===== config.mk =====
export PLATFORM = sky130hd
export DESIGN_NAME = vscale_core
export DESIGN_NICKNAME = d
export VERILOG_FILES = /design/src/rtl/vsc_pkg.sv /design/src/rtl/vsc_linestore.sv /design/src/rtl/vsc_coef_bank.sv /design/src/rtl/vsc_blend.sv /design/src/rtl/vscale_core.sv
export SDC_FILE = /design/constraint.sdc
export NUM_CORES = 2
export LEC_CHECK = 0
export BUFFER_PORTS_ARGS = -buffer_cell sky130_fd_sc_hd__buf_2
export CAP_MARGIN = 20
export CORE_ASPECT_RATIO = 0.9
export CORE_UTILIZATION = 44
export DETAILED_ROUTE_END_ITERATION = 12
export GPL_ROUTABILITY_DRIVEN = 1
export PLACE_DENSITY_LB_ADDON = 0.1
export SKIP_LAST_GASP = 1
export SYNTH_ARGS = -nofsm -noshare
export SYNTH_HDL_FRONTEND = slang
export SYNTH_HIERARCHICAL = 1
export SYNTH_SLANG_ARGS = --single-unit

===== constraint.sdc =====
create_clock -name clk -period 13.3 [get_ports clk]
set_clock_uncertainty 0.2 [all_clocks]
set_input_delay 0.665 -clock clk [delete_from_list [all_inputs] [get_ports clk]]
set_output_delay 0.665 -clock clk [all_outputs]
set_load 0.1 [all_outputs]

===== src/rtl/vsc_pkg.sv =====
package vsc_pkg;
  localparam int CH_W    = 8;
  localparam int NCH     = 3;
  localparam int PIX_W   = CH_W * NCH;
  localparam int PH_BITS = 4;
  localparam int NPH     = 1 << PH_BITS;
  localparam int CW      = 8;
  localparam int CSHIFT  = 7;
  localparam int SUM_W   = CH_W + CW + 1;
  localparam int LN_W    = 16;
  localparam int PITCH_W = 24;
  localparam int FRAC_W  = 12;
  localparam int ACC_W   = 32;
  localparam int INT_W   = ACC_W - FRAC_W;

  typedef logic [PIX_W-1:0] pix_t;
  typedef logic [CW-1:0]    coef_t;
  typedef logic [LN_W-1:0]  line_t;
  typedef struct packed { coef_t top; coef_t bot; } tap_pair_t;
  typedef enum logic [1:0] {ST_SYNC, ST_LOAD, ST_EMIT, ST_DRAIN} vst_t;

  // Straight-line weights: lower tap grows by 8 per phase.
  function automatic tap_pair_t bilinear_taps(input logic [PH_BITS-1:0] ph);
    tap_pair_t t;
    t.bot = coef_t'({ph, {(CSHIFT-PH_BITS){1'b0}}});
    t.top = coef_t'(1 << CSHIFT) - t.bot;
    return t;
  endfunction

  function automatic logic [CH_W-1:0] mix_chan(input logic [CH_W-1:0] a,
                                               input logic [CH_W-1:0] b,
                                               input coef_t wa, input coef_t wb);
    logic [SUM_W-1:0] s;
    s = SUM_W'(a) * SUM_W'(wa) + SUM_W'(b) * SUM_W'(wb) + (SUM_W'(1) << (CSHIFT-1));
    s = s >> CSHIFT;
    if (s > SUM_W'({CH_W{1'b1}})) return {CH_W{1'b1}};
    return s[CH_W-1:0];
  endfunction

  // Upper-tap source line, held inside the frame.
  function automatic line_t clamp_line(input logic [INT_W-1:0] ai, input line_t n);
    if (ai >= INT_W'(n)) return n - line_t'(1);
    return line_t'(ai);
  endfunction

  function automatic logic is_last_line(input line_t k, input line_t n);
    return (LN_W+1)'(k) + (LN_W+1)'(1) >= (LN_W+1)'(n);
  endfunction

  // Source lines that must have arrived before line k can be blended.
  function automatic logic [LN_W:0] lines_needed(input line_t k, input line_t n);
    if (is_last_line(k, n)) return (LN_W+1)'(n);
    return (LN_W+1)'(k) + (LN_W+1)'(2);
  endfunction
endpackage


===== src/rtl/vsc_linestore.sv =====
module vsc_linestore #(
  parameter int DEPTH = 64,
  parameter int AW    = 6,
  parameter int DW    = 24
) (
  input  logic          clk,
  input  logic          we,
  input  logic [AW-1:0] waddr,
  input  logic [DW-1:0] wdata,
  input  logic [AW-1:0] raddr,
  output logic [DW-1:0] rdata
);
  logic [DW-1:0] mem [DEPTH];

  always_ff @(posedge clk) begin
    if (we) mem[waddr] <= wdata;
  end

  assign rdata = mem[raddr];
endmodule


===== src/rtl/vsc_coef_bank.sv =====
module vsc_coef_bank
  import vsc_pkg::*;
(
  input  logic               clk,
  input  logic               rst_n,
  input  logic               we,
  input  logic [PH_BITS-1:0] wphase,
  input  coef_t              wtop,
  input  coef_t              wbot,
  input  logic [PH_BITS-1:0] rphase,
  output tap_pair_t          taps
);
  tap_pair_t tab [NPH];

  always_ff @(posedge clk or negedge rst_n) begin
    if (!rst_n) begin
      for (int p = 0; p < NPH; p++) tab[p] <= bilinear_taps(PH_BITS'(p));
    end else if (we) begin
      tab[wphase] <= '{top: wtop, bot: wbot};
    end
  end

  assign taps = tab[rphase];
endmodule


===== src/rtl/vsc_blend.sv =====
module vsc_blend
  import vsc_pkg::*;
(
  input  pix_t      upper,
  input  pix_t      lower,
  input  tap_pair_t taps,
  output pix_t      mixed
);
  for (genvar c = 0; c < NCH; c++) begin : g_chan
    assign mixed[c*CH_W +: CH_W] = mix_chan(upper[c*CH_W +: CH_W],
                                            lower[c*CH_W +: CH_W],
                                            taps.top, taps.bot);
  end
endmodule


===== src/rtl/vscale_core.sv =====
module vscale_core
  import vsc_pkg::*;
#(
  parameter int LINE_W  = 64,
  parameter int LINE_AW = 6
) (
  input  logic               clk,
  input  logic               rst_n,
  input  logic [PITCH_W-1:0] cfg_pitch_y,
  input  logic [LN_W-1:0]    cfg_src_lines,
  input  logic [LN_W-1:0]    cfg_line_px,
  input  logic [LN_W-1:0]    cfg_dst_lines,
  input  logic               coef_we,
  input  logic [PH_BITS-1:0] coef_phase,
  input  logic [CW-1:0]      coef_top,
  input  logic [CW-1:0]      coef_bot,
  input  logic [PIX_W-1:0]   s_data,
  input  logic               s_vsync,
  input  logic               s_hsync,
  input  logic               s_valid,
  output logic               s_ready,
  output logic [PIX_W-1:0]   m_data,
  output logic               m_vsync,
  output logic               m_hsync,
  output logic               m_valid,
  input  logic               m_ready
);
  localparam int NBANK = 2;

  vst_t              state;
  line_t             col, have, rd_col, oline;
  logic [ACC_W-1:0]  acc;

  // Named events, shared with the checker.
  logic              take, line_end, evt_issue, evt_oline_done, evt_frame_done;
  logic              loaded_enough, out_free;
  line_t             k_sel, wr_col, wr_line;
  logic [LN_W:0]     need;
  logic [PH_BITS-1:0] phase;
  logic              top_bank, bot_bank;
  pix_t              bank_rd [NBANK];
  pix_t              mixed;
  tap_pair_t         taps;

  assign k_sel         = clamp_line(acc[ACC_W-1:FRAC_W], cfg_src_lines);
  assign need          = lines_needed(k_sel, cfg_src_lines);
  assign phase         = acc[FRAC_W-1 -: PH_BITS];
  assign loaded_enough = {1'b0, have} >= need;

  always_comb begin
    unique case (state)
      ST_SYNC:  s_ready = 1'b1;
      ST_LOAD:  s_ready = !loaded_enough;
      ST_DRAIN: s_ready = have < cfg_src_lines;
      default:  s_ready = 1'b0;
    endcase
  end

  assign take     = s_valid && s_ready && (state != ST_SYNC || s_vsync);
  assign wr_col   = (state == ST_SYNC || s_hsync) ? '0 : col;
  assign wr_line  = (state == ST_SYNC) ? '0 : have;
  assign line_end = take && (wr_col == cfg_line_px - line_t'(1));

  assign out_free       = !m_valid || m_ready;
  assign evt_issue      = (state == ST_EMIT) && out_free;
  assign evt_oline_done = evt_issue && (rd_col == cfg_line_px - line_t'(1));
  assign evt_frame_done = evt_oline_done && (oline == cfg_dst_lines - line_t'(1));

  // Source line n lives in bank n[0]; at the bottom both taps share a bank.
  assign top_bank = k_sel[0];
  assign bot_bank = is_last_line(k_sel, cfg_src_lines) ? k_sel[0] : ~k_sel[0];

  for (genvar b = 0; b < NBANK; b++) begin : g_bank
    vsc_linestore #(.DEPTH(LINE_W), .AW(LINE_AW), .DW(PIX_W)) u_store (
      .clk   (clk),
      .we    (take && (wr_line[0] == 1'(b))),
      .waddr (wr_col[LINE_AW-1:0]),
      .wdata (s_data),
      .raddr (rd_col[LINE_AW-1:0]),
      .rdata (bank_rd[b])
    );
  end

  vsc_coef_bank u_coef (
    .clk    (clk),
    .rst_n  (rst_n),
    .we     (coef_we),
    .wphase (coef_phase),
    .wtop   (coef_top),
    .wbot   (coef_bot),
    .rphase (phase),
    .taps   (taps)
  );

  vsc_blend u_blend (
    .upper (bank_rd[top_bank]),
    .lower (bank_rd[bot_bank]),
    .taps  (taps),
    .mixed (mixed)
  );

  // Input side: column and line counters.
  always_ff @(posedge clk or negedge rst_n) begin
    if (!rst_n) begin
      col  <= '0;
      have <= '0;
    end else if (take) begin
      col  <= line_end ? '0 : wr_col + line_t'(1);
      have <= line_end ? wr_line + line_t'(1) : wr_line;
    end
  end

  // Sequencing and output position.
  always_ff @(posedge clk or negedge rst_n) begin
    if (!rst_n) begin
      state  <= ST_SYNC;
      acc    <= '0;
      rd_col <= '0;
      oline  <= '0;
    end else begin
      unique case (state)
        ST_SYNC: if (take) begin
          acc    <= '0;
          rd_col <= '0;
          oline  <= '0;
          state  <= ST_LOAD;
        end
        ST_LOAD: if (loaded_enough) state <= ST_EMIT;
        ST_EMIT: begin
          if (evt_oline_done) begin
            acc    <= acc + ACC_W'(cfg_pitch_y);
            rd_col <= '0;
            oline  <= oline + line_t'(1);
            state  <= evt_frame_done ? ST_DRAIN : ST_LOAD;
          end else if (evt_issue) begin
            rd_col <= rd_col + line_t'(1);
          end
        end
        default: if (have >= cfg_src_lines) state <= ST_SYNC;
      endcase
    end
  end

  // Output register: holds while the sink stalls.
  always_ff @(posedge clk or negedge rst_n) begin
    if (!rst_n) begin
      m_valid <= 1'b0;
      m_data  <= '0;
      m_hsync <= 1'b0;
      m_vsync <= 1'b0;
    end else if (evt_issue) begin
      m_valid <= 1'b1;
      m_data  <= mixed;
      m_hsync <= (rd_col == '0);
      m_vsync <= (rd_col == '0) && (oline == '0);
    end else if (m_ready) begin
      m_valid <= 1'b0;
    end
  end
endmodule


==> flow_summary.ini <==
[clock_tree]
cts.path.max_buffers = 4
htree_levels = 5
cts_setup_buffers = 0
cts_tree = built
path_clk_slew_ns = 0.06
clk_latency_ns = 0.95
cts.sinks = 3453
numCtsBuffers = 367
cts-root-buf = clkbuf_16

[detailed_routing]
first_iter_violations = 8350
viasPerCell = 5.85
drtAntennaViolNets = 0
drc = 0
routed_wl_um = 437000
wl_per_cell_um = 30.3
via_count = 84239
drt-pass1-iter-count = 5

[hold_path]
holdCritPathClass = primary input to register

[floorplanning]
dieArea_um2 = 355000
fp.dieW_um = 628
num_io_pins = 151
num_rows = 206
die_h_um = 565
core_area_um2 = 350000
initial_core_util_pct = 44.3

[status]
status = finished, final reports clean

[global_routing]
grt_max_degree = 131
grt_usage_pct = 24.6
gr-total-overflow = 0
grt_pass1_vias = 86322
grt_antenna_before_repair = 31
grt_pass1_wl_um = 628000

[final_layout]
postLayoutCellArea_um2 = 175000
finalNetCount = 10108
drive_above_1_share_pct = 25.2
areaGrowthSynthToFinish_pct = 12.7

[synthesis]
synth_nets = 9697
syn_area_um2 = 155000
synth_warnings = 6
ys_seq_area_share_pct = 65.7
avgSynthCellArea_um2 = 17.2
async_flop_share_pct = 11.0
ys_types = 106
syn_inst = 8991
dominantRegCellSynth = edfxtp_1
synth_edf_count = 3072
yosys_register_bits = 3453

[timing]
final.setup.worst_slack_ns = 1.02
post-route-period-util_pct = 92.3
max_clock_freq_mhz = 81.4
setup_viol = 0
maxSlewHeadroom_pct = 15.3
rsz0062_at_grt = no
slew_violations = 0
fin_setup_tns_ns = 0
hold_viol_final = 0
tightest_slew_ns = 1.27
holdWs_ns = 0.0649
min_period_ns = 12.28

[worst_setup_path]
cp.required_ns = 13.87
worstSetupPathType = register to register
critPathMaxFanout = 16
cp_common_cell = fa_1
arrival_ns = 12.85
crit_path_end_kind = register
start_kind = register
cp_slowest_cell = dfrtp_1
critical_path.max_stage_delay_ns = 0.57

[run]
cap_viol_max_count = 0

[place]
dp_slack_ns = 0.426
hpwl_um = 272000
placed_area_um2 = 163000
port_buffers = 150
gp_congestion = 0.859
sequential cells by signal (all words and copies together), names as in the netlist:
| name | flops |
|---|---|
| col | 16 |
| m_vsync | 1 |
| state | 2 |
| rd_col | 16 |
| u_coef/tab | 256 |
| m_data | 24 |
| m_valid | 1 |
| oline | 16 |
| have | 16 |
| m_hsync | 1 |
| acc | 32 |
| g_bank.u_store/mem | 3072 |
cell type report:
type,count,area [µm²]
Antenna cell,16,40.0
Clock buffer,451,9810
Clock inverter,226,2060
Fill cell,29051,175000
Inverter,495,1860
Multi-Input combinational cell,4589,49500
Sequential cell,3453,102000
Tap cell,4680,5860
Timing Repair Buffer,496,3780
cells by family after synthesis:
logic type / synth area share [%]
AOI/OAI and AO/OA: 3.82
DFF: 65.7
xor gates and xnor gates: 1.04
buffers and inverters: 2.69
and+or+nand+nor: 5.17
muxes: 15.5
adders and majority gates: 6.12
worst max-delay path, delay by kind of cell, from the launching register on:
| kind | cells | cell delay (ns) |
|---|---|---|
| adders and majority gates | 10 | 4.32 |
| AOI/OAI and AO/OA | 14 | 3.30 |
| and+or+nand+nor | 8 | 1.37 |
| xor gates and xnor gates | 3 | 0.97 |
| buffers and inverters | 7 | 0.91 |
| DFF | 1 | 0.57 |
| muxes | 1 | 0.44 |
per-stage QoR:
step,utilization (%),instances
global placement,46.4,13678
CTS,49.9,14388
global route,49.9,14394
floorplan,-,8991
finish,49.9,14406
detailed placement,46.4,13681
per-layer routing:
metal / global-route usage [%] / share of wire (%) / vias to the layer above
met5: 0 / 0.0089 / -
met4: 7.06 / 3.0 / 6
met3: 3.08 / 5.7 / 593
met2: 39.7 / 48 / 2707
met1: 35.1 / 44 / 45074
li1: - / - / 35859
cell usage after synthesis, types with 55 or more instances:
| master | count | area share, % |
|---|---|---|
| a21oi_1 | 133 | 0.43 |
| a221oi_1 | 106 | 0.60 |
| a22oi_1 | 93 | 0.45 |
| and2_1 | 260 | 1.0 |
| buf_2 | 119 | 0.38 |
| buf_4 | 70 | 0.34 |
| clkbuf_1 | 202 | 0.49 |
| dfrtp_1 | 316 | 5.1 |
| dfstp_2 | 65 | 1.1 |
| edfxtp_1 | 3072 | 59 |
| fa_1 | 292 | 3.8 |
| ha_1 | 291 | 2.3 |
| inv_1 | 490 | 1.2 |
| mux2_2 | 381 | 2.8 |
| mux2i_1 | 211 | 1.4 |
| mux4_2 | 774 | 11 |
| nand2_1 | 517 | 1.3 |
| nand3_1 | 126 | 0.41 |
| nor2_1 | 285 | 0.69 |
| nor3_1 | 55 | 0.18 |
| o21ai_0 | 116 | 0.37 |
| o22ai_1 | 113 | 0.46 |
| xnor2_1 | 122 | 0.69 |
worst paths after layout:
| check | startpoint | endpoint | slack (ns) | depth (start not counted) |
|---|---|---|---|---|
| worst max-delay path | acc[21] | m_data[6] | 1.02 | 43 |
| worst min-delay path | s_data[14] | g_bank[0].u_store/mem[7][14] | 0.06 | 1 |
| worst max register to register | acc[21] | m_data[6] | 1.02 | 43 |
| worst min register to register | m_data[16] | m_data[16] | 0.27 | 2 |
| max in group asynchronous | rst_n | u_coef/tab[63] | 10.41 | 4 |
| min in group asynchronous | rst_n | oline[13] | 0.24 | 2 |
timing repair:
action                     CTS  global route
resized for setup            0             1
hold endpoints to repair   567             0
hold buffers                30             0
setup endpoints to repair    0             8
cells in the final DEF, fill, tap and decap left out, types with 32 or more instances in the layout:
cell type  instances
nor3_1            51
a22oi_1           93
xnor2_1          122
buf_4            306
and3_1            53
dfstp_2           65
nand4_1           50
a221oi_1         106
dfrtp_1          308
edfxtp_1        3072
clkinv_2          75
xor2_1            53
o22ai_1          113
ha_1             291
nor2_2           140
inv_1            490
mux4_2           774
clkinv_1          82
mux2i_1          211
a21o_1            37
clkbuf_16        376
nor2_1           149
o21ai_0          110
buf_2            125
o21a_1            34
nor2b_1           32
or3_1             38
nand3_1          126
nand2_1          517
a21oi_1          133
nand2b_1          39
clkbuf_1          62
fa_1             292
a31oi_1           38
mux2_2           381
and2_1           260
Power is left out: the tool's default activity adds up to more than one toggle a clock period on the data nets, which glitch-free logic cannot reach.
